**config.mk**
```make
export PLATFORM = sky130hd
export DESIGN_NAME = chop_bridge_ctrl
export DESIGN_NICKNAME = d
export VERILOG_FILES = /design/src/rtl/chop_pkg.sv /design/src/rtl/chop_sync2.sv /design/src/rtl/chop_cycle_timer.sv /design/src/rtl/chop_phase_fsm.sv /design/src/rtl/chop_leg_gate.sv /design/src/rtl/chop_bridge_ctrl.sv
export SDC_FILE = /design/constraint.sdc
export NUM_CORES = 1
export LEC_CHECK = 0
export BUFFER_PORTS_ARGS = -buffer_cell sky130_fd_sc_hd__buf_2
export CORE_UTILIZATION = 35
export DETAILED_ROUTE_END_ITERATION = 7
export PLACE_DENSITY_LB_ADDON = 0.05
export SETUP_SLACK_MARGIN = 0.05
export SYNTH_ARGS = -nofsm -noshare
export SYNTH_HDL_FRONTEND = slang
export SYNTH_HIERARCHICAL = 1
export SYNTH_SLANG_ARGS = --single-unit
```
**constraint.sdc**
```tcl
create_clock -name clk -period 2.17 [get_ports clk]
set_input_delay 0 -clock clk [delete_from_list [all_inputs] [get_ports clk]]
set_output_delay 0 -clock clk [all_outputs]
set_load 0.05 [all_outputs]
```
**src/rtl/chop_pkg.sv**
```systemverilog
package chop_pkg;
  typedef enum logic [1:0] {
    PH_DRIVE = 2'd0,
    PH_SLOW  = 2'd1,
    PH_FAST  = 2'd2,
    PH_OFF   = 2'd3
  } phase_t;

  typedef enum logic [1:0] {
    LV_OFF  = 2'd0,
    LV_HIGH = 2'd1,
    LV_LOW  = 2'd2
  } leg_lvl_t;

  localparam logic [1:0] DCY_SLOW = 2'b00;
  localparam logic [1:0] DCY_FAST = 2'b10;
  localparam logic [1:0] CODE_OFF = 2'b11;
endpackage

```
**src/rtl/chop_sync2.sv**
```systemverilog
module chop_sync2 #(
  parameter int W = 1
) (
  input  logic         clk,
  input  logic         rst_n,
  input  logic [W-1:0] d_async,
  output logic [W-1:0] d_sync
);
  logic [W-1:0] meta_q;
  logic [W-1:0] sync_q;

  always_ff @(posedge clk or negedge rst_n) begin
    if (!rst_n) begin
      meta_q <= '0;
      sync_q <= '0;
    end else begin
      meta_q <= d_async;
      sync_q <= meta_q;
    end
  end

  assign d_sync = sync_q;
endmodule

```
**src/rtl/chop_cycle_timer.sv**
```systemverilog
module chop_cycle_timer #(
  parameter int PERIOD_CYC = 200,
  parameter int BLANK_CYC  = 38
) (
  input  logic clk,
  input  logic rst_n,
  output logic at_start,
  output logic at_last,
  output logic blank_open,
  output logic mix_reached
);
  localparam int CW     = (PERIOD_CYC > 1) ? $clog2(PERIOD_CYC) : 1;
  localparam int MIX_AT = (PERIOD_CYC * 3) / 4;
  localparam logic [CW-1:0] LAST_V  = CW'(PERIOD_CYC - 1);
  localparam logic [CW-1:0] BLANK_V = CW'(BLANK_CYC);
  localparam logic [CW-1:0] MIX_V   = CW'(MIX_AT);

  logic [CW-1:0] cnt_q;
  logic [CW-1:0] cnt_d;

  always_comb begin
    if (cnt_q == LAST_V) cnt_d = '0;
    else                 cnt_d = cnt_q + 1'b1;
  end

  always_ff @(posedge clk or negedge rst_n) begin
    if (!rst_n) cnt_q <= '0;
    else        cnt_q <= cnt_d;
  end

  assign at_start    = (cnt_q == '0);
  assign at_last     = (cnt_q == LAST_V);
  assign blank_open  = (cnt_q >= BLANK_V);
  assign mix_reached = (cnt_q >= MIX_V);


  cnt_range_chk: assert property (@(posedge clk) disable iff (!rst_n)
    cnt_q <= LAST_V);


  period_wrap_chk: assert property (@(posedge clk) disable iff (!rst_n)
    at_last |=> at_start);
endmodule

```
**src/rtl/chop_phase_fsm.sv**
```systemverilog
module chop_phase_fsm
  import chop_pkg::*;
(
  input  logic       clk,
  input  logic       rst_n,
  input  logic       at_last,
  input  logic       blank_open,
  input  logic       mix_reached,
  input  logic       trip_s,
  input  logic       zero_cur,
  input  logic [1:0] decay_sel,
  output phase_t     phase
);
  phase_t phase_q;
  phase_t phase_d;
  logic   is_mixed;

  assign is_mixed = (decay_sel != DCY_SLOW) && (decay_sel != DCY_FAST);

  always_comb begin
    phase_d = phase_q;
    if (at_last) begin
      phase_d = PH_DRIVE;
    end else begin
      case (phase_q)
        PH_DRIVE: begin
          if (blank_open && trip_s) begin
            if (decay_sel == DCY_SLOW)      phase_d = PH_SLOW;
            else if (decay_sel == DCY_FAST) phase_d = PH_FAST;
            else if (mix_reached)           phase_d = PH_SLOW;
            else                            phase_d = PH_FAST;
          end
        end
        PH_FAST: begin
          if (is_mixed && mix_reached) phase_d = PH_SLOW;
          else if (zero_cur)           phase_d = PH_OFF;
        end
        PH_OFF: begin
          if (is_mixed && mix_reached) phase_d = PH_SLOW;
        end
        default: phase_d = phase_q;
      endcase
    end
  end

  always_ff @(posedge clk or negedge rst_n) begin
    if (!rst_n) phase_q <= PH_DRIVE;
    else        phase_q <= phase_d;
  end

  assign phase = phase_q;


  blank_hold_chk: assert property (@(posedge clk) disable iff (!rst_n)
    (phase_q == PH_DRIVE && !blank_open) |=> (phase_q == PH_DRIVE));


  decay_hold_chk: assert property (@(posedge clk) disable iff (!rst_n)
    (phase_q != PH_DRIVE && !at_last) |=> (phase_q != PH_DRIVE));


  drive_restart_chk: assert property (@(posedge clk) disable iff (!rst_n)
    at_last |=> (phase_q == PH_DRIVE));
endmodule

```
**src/rtl/chop_leg_gate.sv**
```systemverilog
module chop_leg_gate
  import chop_pkg::*;
#(
  parameter int DEAD_CYC = 2
) (
  input  logic     clk,
  input  logic     rst_n,
  input  leg_lvl_t target,
  output logic     gate_hi,
  output logic     gate_lo
);
  localparam int DW = $clog2(DEAD_CYC + 1);
  localparam logic [DW-1:0] DEAD_V = DW'(DEAD_CYC);

  leg_lvl_t      cur_q;
  leg_lvl_t      cur_d;
  logic [DW-1:0] dc_q;
  logic [DW-1:0] dc_d;

  always_comb begin
    cur_d = cur_q;
    dc_d  = dc_q;
    if (cur_q != LV_OFF) begin
      if (target != cur_q) begin
        cur_d = LV_OFF;
        dc_d  = DEAD_V;
      end
    end else if (dc_q != '0) begin
      dc_d = dc_q - 1'b1;
    end else if (target != LV_OFF) begin
      cur_d = target;
    end
  end

  always_ff @(posedge clk or negedge rst_n) begin
    if (!rst_n) begin
      cur_q <= LV_OFF;
      dc_q  <= '0;
    end else begin
      cur_q <= cur_d;
      dc_q  <= dc_d;
    end
  end

  assign gate_hi = (cur_q == LV_HIGH);
  assign gate_lo = (cur_q == LV_LOW);


  leg_excl_chk: assert property (@(posedge clk) disable iff (!rst_n)
    !(gate_hi && gate_lo));


  dead_lo_chk: assert property (@(posedge clk) disable iff (!rst_n)
    $rose(gate_lo) |-> (!$past(gate_hi, 1) && !$past(gate_hi, 2)));


  dead_hi_chk: assert property (@(posedge clk) disable iff (!rst_n)
    $rose(gate_hi) |-> (!$past(gate_lo, 1) && !$past(gate_lo, 2)));
endmodule

```
**src/rtl/chop_bridge_ctrl.sv**
```systemverilog
module chop_bridge_ctrl
  import chop_pkg::*;
#(
  parameter int PERIOD_CYC = 200,
  parameter int BLANK_CYC  = 38,
  parameter int DEAD_CYC   = 2
) (
  input  logic       clk,
  input  logic       rst_n,
  input  logic [1:0] dir_in,
  input  logic [1:0] level_code,
  input  logic [1:0] decay_sel,
  input  logic       trip_in,
  input  logic       zero_cur,
  output logic [1:0] gate_hi,
  output logic [1:0] gate_lo,
  output logic [1:0] level_out
);
  localparam int NLEG = 2;

  logic       rst_meta_q;
  logic       rst_ni;
  logic       at_start;
  logic       at_last;
  logic       blank_open;
  logic       mix_reached;
  logic       trip_s;
  phase_t     phase;
  logic [1:0] dir_q;
  logic [1:0] dir_d;
  logic [1:0] code_q;
  logic [1:0] code_d;
  logic [1:0] dir_eff;
  logic [1:0] code_eff;
  logic       bridge_off;

  always_ff @(posedge clk or negedge rst_n) begin
    if (!rst_n) begin
      rst_meta_q <= 1'b0;
      rst_ni     <= 1'b0;
    end else begin
      rst_meta_q <= 1'b1;
      rst_ni     <= rst_meta_q;
    end
  end

  chop_cycle_timer #(
    .PERIOD_CYC (PERIOD_CYC),
    .BLANK_CYC  (BLANK_CYC)
  ) u_timer (
    .clk         (clk),
    .rst_n       (rst_ni),
    .at_start    (at_start),
    .at_last     (at_last),
    .blank_open  (blank_open),
    .mix_reached (mix_reached)
  );

  chop_sync2 #(.W(1)) u_trip_sync (
    .clk     (clk),
    .rst_n   (rst_ni),
    .d_async (trip_in),
    .d_sync  (trip_s)
  );

  chop_phase_fsm u_fsm (
    .clk         (clk),
    .rst_n       (rst_ni),
    .at_last     (at_last),
    .blank_open  (blank_open),
    .mix_reached (mix_reached),
    .trip_s      (trip_s),
    .zero_cur    (zero_cur),
    .decay_sel   (decay_sel),
    .phase       (phase)
  );

  // command held for the whole period; zero-current code overrides at once
  always_comb begin
    dir_eff  = at_start ? dir_in : dir_q;
    if (level_code == CODE_OFF) code_eff = CODE_OFF;
    else                        code_eff = at_start ? level_code : code_q;
    dir_d  = at_start ? dir_in : dir_q;
    code_d = (at_start || level_code == CODE_OFF) ? level_code : code_q;
  end

  always_ff @(posedge clk or negedge rst_ni) begin
    if (!rst_ni) begin
      dir_q  <= '0;
      code_q <= '0;
    end else begin
      dir_q  <= dir_d;
      code_q <= code_d;
    end
  end

  assign bridge_off = (code_eff == CODE_OFF);
  assign level_out  = code_eff;

  for (genvar g = 0; g < NLEG; g++) begin : g_leg
    leg_lvl_t tgt;

    always_comb begin
      if (bridge_off) begin
        tgt = LV_OFF;
      end else begin
        case (phase)
          PH_DRIVE: tgt = dir_eff[g] ? LV_HIGH : LV_LOW;
          PH_FAST:  tgt = dir_eff[NLEG-1-g] ? LV_HIGH : LV_LOW;
          PH_SLOW:  tgt = LV_LOW;
          default:  tgt = LV_OFF;
        endcase
      end
    end

    chop_leg_gate #(.DEAD_CYC(DEAD_CYC)) u_leg (
      .clk     (clk),
      .rst_n   (rst_ni),
      .target  (tgt),
      .gate_hi (gate_hi[g]),
      .gate_lo (gate_lo[g])
    );
  end


  code_off_chk: assert property (@(posedge clk) disable iff (!rst_ni)
    (level_code == CODE_OFF) |=> (gate_hi == 2'b00 && gate_lo == 2'b00));


  level_hold_chk: assert property (@(posedge clk) disable iff (!rst_ni)
    (!at_start && level_code != CODE_OFF && !$past(level_code == CODE_OFF)
      && $past(!at_start)) |-> (level_out == $past(level_out) || at_start));
endmodule

```
==> results of run 1 <==
[cell usage in the layout, fill, tap and decap left out, drive strengths merged, types with 3 or more instances in the layout]
master	n
dlygate4sd3	5
nand4	4
dfrtp	26
nor3	5
ha	5
nor2b	9
a211oi	4
a21oi	4
inv	11
clkbuf	3
xnor2	5
buf	41
nand2	13
nand3	7
nor2	7
o21ai	8
[cells by family (layout without fill, tap and decap cells)]
logic type               Yosys count  in the layout  share of synthesized area
AND/OR/NAND/NOR                   53             53                      0.209
adder cells (fa/ha/maj)            5              5                     0.0414
AO/OA/AOI/OAI                     35             35                      0.172
multiplexers                       4              4                     0.0331
XOR/XNOR                           6              6                     0.0348
buffers and inverters             19             60                     0.0762
flip-flops                        26             26                      0.430
other                              1              1                    0.00248
[worst max path at each step]
stage,from,end,slack [ns],cells past startpoint
final,u_timer/cnt_q[4]$_DFF_PN0_,g_leg[1].u_leg/dc_q[1]$_DFFE_PN0P_,-0.24,9
after global routing,u_timer/cnt_q[4]$_DFF_PN0_,g_leg[0].u_leg/dc_q[1]$_DFFE_PN0P_,-0.37,8
after CTS,u_timer/cnt_q[4]$_DFF_PN0_,g_leg[0].u_leg/cur_q[0]$_DFFE_PN0P_,-0.22,9
after detailed placement,u_timer/cnt_q[4]$_DFF_PN0_,g_leg[0].u_leg/dc_q[0]$_DFFE_PN0P_,-0.24,8
after global placement,u_timer/cnt_q[4]$_DFF_PN0_,g_leg[0].u_leg/dc_q[0]$_DFFE_PN0P_,-0.17,8
after floorplan,u_timer/cnt_q[4]$_DFF_PN0_,g_leg[0].u_leg/cur_q[0]$_DFFE_PN0P_,-0.28,9
[cell type report]
cell class	count	share of cell area
inverters	11	0.0205
clock buffers	3	0.0205
repair buffers	46	0.169
multi-input cells	104	0.435
flip-flops and latches	26	0.324
well taps	50	0.0311
[sequential cells by signal, summed over array words and instances (netlist names)]
| name | cells |
|---|---|
| u_trip_sync/d_sync | 1 |
| g_leg.u_leg/cur_q | 4 |
| u_timer/cnt_q | 8 |
| dir_q | 2 |
| g_leg.u_leg/dc_q | 4 |
| u_trip_sync/meta_q | 1 |
| rst_ni | 1 |
| rst_meta_q | 1 |
| code_q | 2 |
| u_fsm/phase | 2 |
[stage by stage]
stage	setup TNS [ns]	power, mW	worst slack (ns)	utilization
floorplan	-1.83	0.851	-0.280	-
global placement	-0.943	0.911	-0.169	0.430
detailed placement	-1.28	0.923	-0.237	0.430
CTS	-1.34	1.24	-0.216	0.464
global route	-2.50	1.34	-0.365	0.492
finish	-1.55	1.24	-0.240	0.492
[critical path: cells and delay by family, from the launching register on]
family | cells | cell delay (ns)
xor+xnor | 1 | 0.23
flops | 1 | 0.40
buf+inv | 1 | 0.14
mux | 2 | 0.55
simple gates | 4 | 0.85
compound gates | 1 | 0.13
[per-layer routing]
layer | part of all wire | track usage
met1 | 0.43 | 0.186
met4 | 0.0080 | 0.0559
met3 | 0.023 | 0.0372
met2 | 0.54 | 0.286
met5 | 0 | 0
[power by group through the flow]
stage	registers, mW	clock network (mW)	logic (mW)
finish	0.587	0.274	0.380
CTS	0.586	0.295	0.356
global placement	0.593	0	0.319
detailed placement	0.595	0	0.327
global route	0.593	0.311	0.430
floorplan	0.587	0	0.264
[repair_timing]
| item | in CTS | in global routing |
|---|---|---|
| gates resized for setup | 4 | 26 |
| setup buffers | 3 | 5 |
| pin swaps | 2 | 4 |
| hold buffers | 5 | 0 |
| setup endpoints to repair | 8 | 10 |
| endpoints found under the hold margin | 5 | 0 |
==> flow_summary.ini, run 1 <==
[placed_design]
place_congestion = 0.814
portBuffers = 15
place_area_sq_mm = 0.00176
dpl.hpwl_um = 2300
dp_cells = 225

[yosys]
syn-num-nets = 164
synth_cell_types = 44
synth_area_sq_mm = 0.00151
async_reset_ff_frac = 1.00
ys_ff_latch = 26
synth_edf_count = 0
synth_area_leaders = dfrtp_1 43%, ha_1 4.1%, buf_6 3.7%
ys_warn_count = 6
yosysTopAreaCellShare = 0.430
syn_area_per_cell_sq_um = 10.1
synth_seq_area_share = 0.430
synthFlopType = dfrtp_1
synth.most_common_cell = dfrtp_1
synth.cells.most_frequent = 26 x dfrtp_1, 13 x nand2_1, 10 x inv_1, 8 x o21ai_0
synthCells = 149
synth_largest_area_cell = dfrtp_1

[floorplan]
die_x_um = 67.7
initial_core_util = 0.370
dieHeight_um = 67.7
io_pins = 16
core-area_sq_mm = 0.00409
rows = 23
dieArea_sq_mm = 0.00459

[clocking]
cts_tree = done
cts.sinks = 26
clk_pin_slew_ns = 0.09
htreeDepth = 1
clk_latency_ns = 0.27
cts_buffer_depth = 2
root_buffer = clkbuf_8
cts_buffers = 3

[power]
ir_drop_mv = 0.442
power_density_mw_per_mm2 = 617
switching_power_mw = 0.380
p_leak_nw = 0.921
power.share.sequential = 0.473
power.share.switching = 0.307
p_clk_frac = 0.221
p_comb_frac = 0.306
power.internal_mw = 0.860

[timing]
finClkSkew_ns = 0.00629
slew_viol_final = 0
final.min_clock_period_ns = 2.41
setup_slack_ns = -0.240
setup_viol = 8
finalHoldViolCount = 0
whs_ns = 0.0313
post-route-period-util = 1.11
rsz0062_at_grt = yes
max_freq_mhz = 415

[setup_path]
critPathMaxFanout = 5
path_cells = or3_4 -> nor4_4 -> mux2_4 -> buf_4 -> mux2i_2 -> nor3_4 -> xnor2_2 -> nand4_1 -> o211a_1
r2r_start = u_timer/cnt_q[4]$_DFF_PN0_
start_kind = register
slowest_delay_ns = 0.41
setup.worst_path.end_class = register
r2r-end = g_leg[1].u_leg/dc_q[1]$_DFFE_PN0P_
crit_arrival_ns = 2.58
r2r_cells = 9
worst_path_max_delay_cell = or3_4
crit_type = reg2reg
ff2ff_setup_slack_ns = -0.24
critical_path_required_ns = 2.34

[grt]
grt_usage = 0.161
grt.overflow.total = 0
grt_antenna_before_repair = 0
grt_pass1_vias = 1244
grt_start_max_net_pins = 25
grt_pass1_wl_um = 5460

[route]
finalWirelength_um = 3270
ant_nets = 0
wl_per_cell_um = 13.6
drt_iter0_drc = 27
first_pass_iters = 4
drcViolationCount = 0
num_vias = 1225
via_per_inst = 5.10

[cells_and_area]
diodes = 0
finalNonFillerCells = 240
final_area_sq_mm = 0.00201
drive_above_1_share = 0.400
seq_area_sq_um = 651
synthToLayoutAreaGrowth_pct = 33.0
nets = 207
multi_input_area_sq_um = 875
num-fill-cells = 385

[run_status]
outcome = finished, violations left
violations = negative setup slack

[flow_run]
cap_violations = 0

[worst_hold_path]
hold_class = in2async
No activity file was read; power rests on OpenSTA's default activity.
==> run 2, diff against run 1 <==
ABC_AREA = 1   (was unset)
==> run 2 against run 1 <==
Non-clock buffer count shrank 21. Synthesized cell count grew 43%. Die area grew 3.6%. Utilization shrank 2.2 points. The run now ends clean. Worst hold slack lost 0.027 ns.
==> flow_summary.ini, run 2 <==
[cells_and_area]
top_regs = u_timer/cnt_q x8, g_leg.u_leg/cur_q x4, g_leg.u_leg/dc_q x4
finalNonFillerCells = 291
layout_commonest_cell = nand2_1
largest_register_ffs = 8
diodes = 0
nets = 257
postLayoutCoreUtil = 0.470
drive_above_1_share = 0.365
final_area_sq_mm = 0.00195
synthToLayoutAreaGrowth_pct = 24.3
final_cell_mix = 47 x nand2_1, 24 x dfrtp_1, 23 x nand2_2
num-fill-cells = 433
largest_register = u_timer/cnt_q

[floorplan]
core-area_sq_mm = 0.00414
die_x_um = 68.9
initial_core_util = 0.378
dieArea_sq_mm = 0.00475
io_pins = 16
rows = 23
dieHeight_um = 68.9

[yosys]
synth_seq_area_share = 0.415
synth.cells.most_frequent = 62 x nand2_1, 26 x dfrtp_1, 26 x inv_1, 20 x nor2_1, 18 x nand3_1
synthAdderAreaFrac = 0.0399
synth_largest_area_cell = dfrtp_1
synthCells = 213
synth_compound_area_frac = 0.0551
synthMuxAreaShare = 0
synth_top_family_by_area = simple AND/OR/NAND/NOR gates
syn_area_per_cell_sq_um = 7.36
synth.most_common_cell = nand2_1
synth_cell_types = 23
synth_xor_area_frac = 0.0223
syn-num-nets = 228
synthFlopType = dfrtp_1
async_reset_ff_frac = 1.00
synth_area_leaders = dfrtp_1 42%, nand2_1 15%, inv_1 6.2%
ys_ff_latch = 26
synth_edf_count = 0
synth_area_sq_mm = 0.00157
yosysTopAreaCellShare = 0.415
synth_simple_gate_area_frac = 0.377
ys_warn_count = 6

[setup_path]
critical_path_required_ns = 2.33
slowest_delay_ns = 0.46
path_cells = nor2_4 -> nand2_2 -> nor3_4 -> inv_2 -> nand2_2 -> nand3_4 -> nand2_4 -> nand2_4 -> nor2_4 -> nand2_2 -> nand2_1 -> nand2_2 -> nand4_1 -> nand2_1
ff2ff_setup_slack_ns = 0.14
crit_arrival_ns = 2.19
crit_type = reg2reg
setup.worst_path.end_class = register
critPathMaxFanout = 5
r2r_cells = 14
path_common_cell = nand2_2
start_kind = register
r2r_start = u_timer/cnt_q[7]$_DFF_PN0_
r2r-end = g_leg[0].u_leg/dc_q[0]$_DFFE_PN0P_
worst_path_max_delay_cell = dfrtp_2

[grt]
grt.met3_usage = 0.0230
use_met2 = 0.228
use_met1 = 0.216
grt_pass1_wl_um = 5310
grt_start_max_net_pins = 25
grt.overflow.total = 0
grt_pass1_vias = 1262
gr-max-usage-layer = met2
grt_antenna_before_repair = 0
grt_usage = 0.150

[worst_hold_path]
hold_class = in2reg
hold_start = dir_in[1]
min_to = dir_q[1]$_DFF_PN0_
hold_depth = 3

[placed_design]
dpl.hpwl_um = 2450
place_area_sq_mm = 0.00173
dp_cells = 279
place_congestion = 0.855
portBuffers = 15

[route]
finalWirelength_um = 3360
drt_iter0_drc = 49
first_pass_iters = 4
wl_per_cell_um = 11.6
drcViolationCount = 0
ant_nets = 0
via_per_inst = 4.78
num_vias = 1391

[timing]
final.min_clock_period_ns = 2.03
slew_viol_final = 0
post-route-period-util = 0.934
totalNegativeSetupSlack_ns = 0
finalHoldViolCount = 0
setup_viol = 0
rsz0062_at_grt = yes
finClkSkew_ns = 0.00212
whs_ns = 0.00434
max_freq_mhz = 494

[flow_run]
cap_violations = 0

[clocking]
clk_pin_slew_ns = 0.09
clk_latency_ns = 0.27
cts.sinks = 26
cts_buffers = 3
cts_buffer_depth = 2
htreeDepth = 1
root_buffer = clkbuf_8
cts_tree = done

[power]
p_leak_nw = 0.975
ir_drop_mv = 0.534
power_density_mw_per_mm2 = 804

[run_status]
outcome = completed
==> run 2: changes by cell type in the layout (fill, tap and decap cells not counted), moves of 4 or more <==
cell and change:
o21ai_0 -4, nand2_1 +36, nor2b_1 -6, nand2_4 +4
inv_1 +11, buf_6 -4, nand2_2 +21, nor2_1 +12
buf_4 -16, nor2_2 +4, inv_2 +13, nand3_1 +11
==> run 2: layer usage <==
metal	up-vias	wire, um
li1	710	-
met3	2	161
met2	29	1560
met5	-	0
met1	650	1620
met4	0	21
==> run 2: area by class of cell <==
type                    instances  area (sq um)  share of cell area
flip-flops and latches         26           653               0.335
well taps                      50          62.6              0.0321
multi-input cells             151           891               0.457
clock buffers                   4          55.1              0.0283
inverters                      35           131              0.0674
repair buffers                 25           155              0.0796
==> run 2: critical path, delay by kind of cell (launching register included) <==
kind	cells	cell delay, ns
buffers and inverters	1	0.12
DFF	1	0.46
and+or+nand+nor	13	1.35
==> run 2: kinds of logic (layout without fill, tap and decap cells) <==
group,after synthesis,in the layout
buffers and inverters,36,64
adder cells (fa/ha/maj),5,5
XOR/XNOR,4,4
flip-flops,26,26
AND/OR/NAND/NOR,129,129
AO/OA/AOI/OAI,12,12
other,1,1
==> run 2: worst max path at each step <==
| stage | from | to | cells after the start |
|---|---|---|---|
| floorplan | u_timer/cnt_q[0]$_DFF_PN0_ | g_leg[0].u_leg/dc_q[1]$_DFFE_PN0P_ | 15 |
| global placement | u_timer/cnt_q[0]$_DFF_PN0_ | g_leg[0].u_leg/dc_q[1]$_DFFE_PN0P_ | 15 |
| detailed placement | u_timer/cnt_q[0]$_DFF_PN0_ | g_leg[0].u_leg/dc_q[0]$_DFFE_PN0P_ | 15 |
| CTS | u_timer/cnt_q[0]$_DFF_PN0_ | g_leg[0].u_leg/cur_q[0]$_DFFE_PN0P_ | 14 |
| global route | u_timer/cnt_q[7]$_DFF_PN0_ | g_leg[0].u_leg/cur_q[1]$_DFFE_PN0P_ | 13 |
| finish | u_timer/cnt_q[7]$_DFF_PN0_ | g_leg[0].u_leg/dc_q[0]$_DFFE_PN0P_ | 14 |
==> run 2: where the power goes <==
group	internal, mW	total [mW]	switching [mW]
clock	0.162	0.315	0.153
combinational	0.217	0.610	0.393
sequential	0.563	0.642	0.0781
==> run 2: repair_timing <==
| item | in CTS | in global routing |
|---|---|---|
| pin swaps | 0 | 15 |
| endpoints found under the setup margin | 5 | 8 |
| hold endpoints to repair | 3 | 0 |
| hold buffers | 2 | 0 |
| buffers inserted | 0 | 6 |
| gates resized for setup | 1 | 34 |
==> run 2: through the flow <==
step / worst slack, ns / total power, mW
floorplan: 0.0924 / 1.10
global placement: 0.109 / 1.20
detailed placement: 0.0231 / 1.23
CTS: 0.0567 / 1.55
global route: -0.0268 / 1.72
finish: 0.144 / 1.57
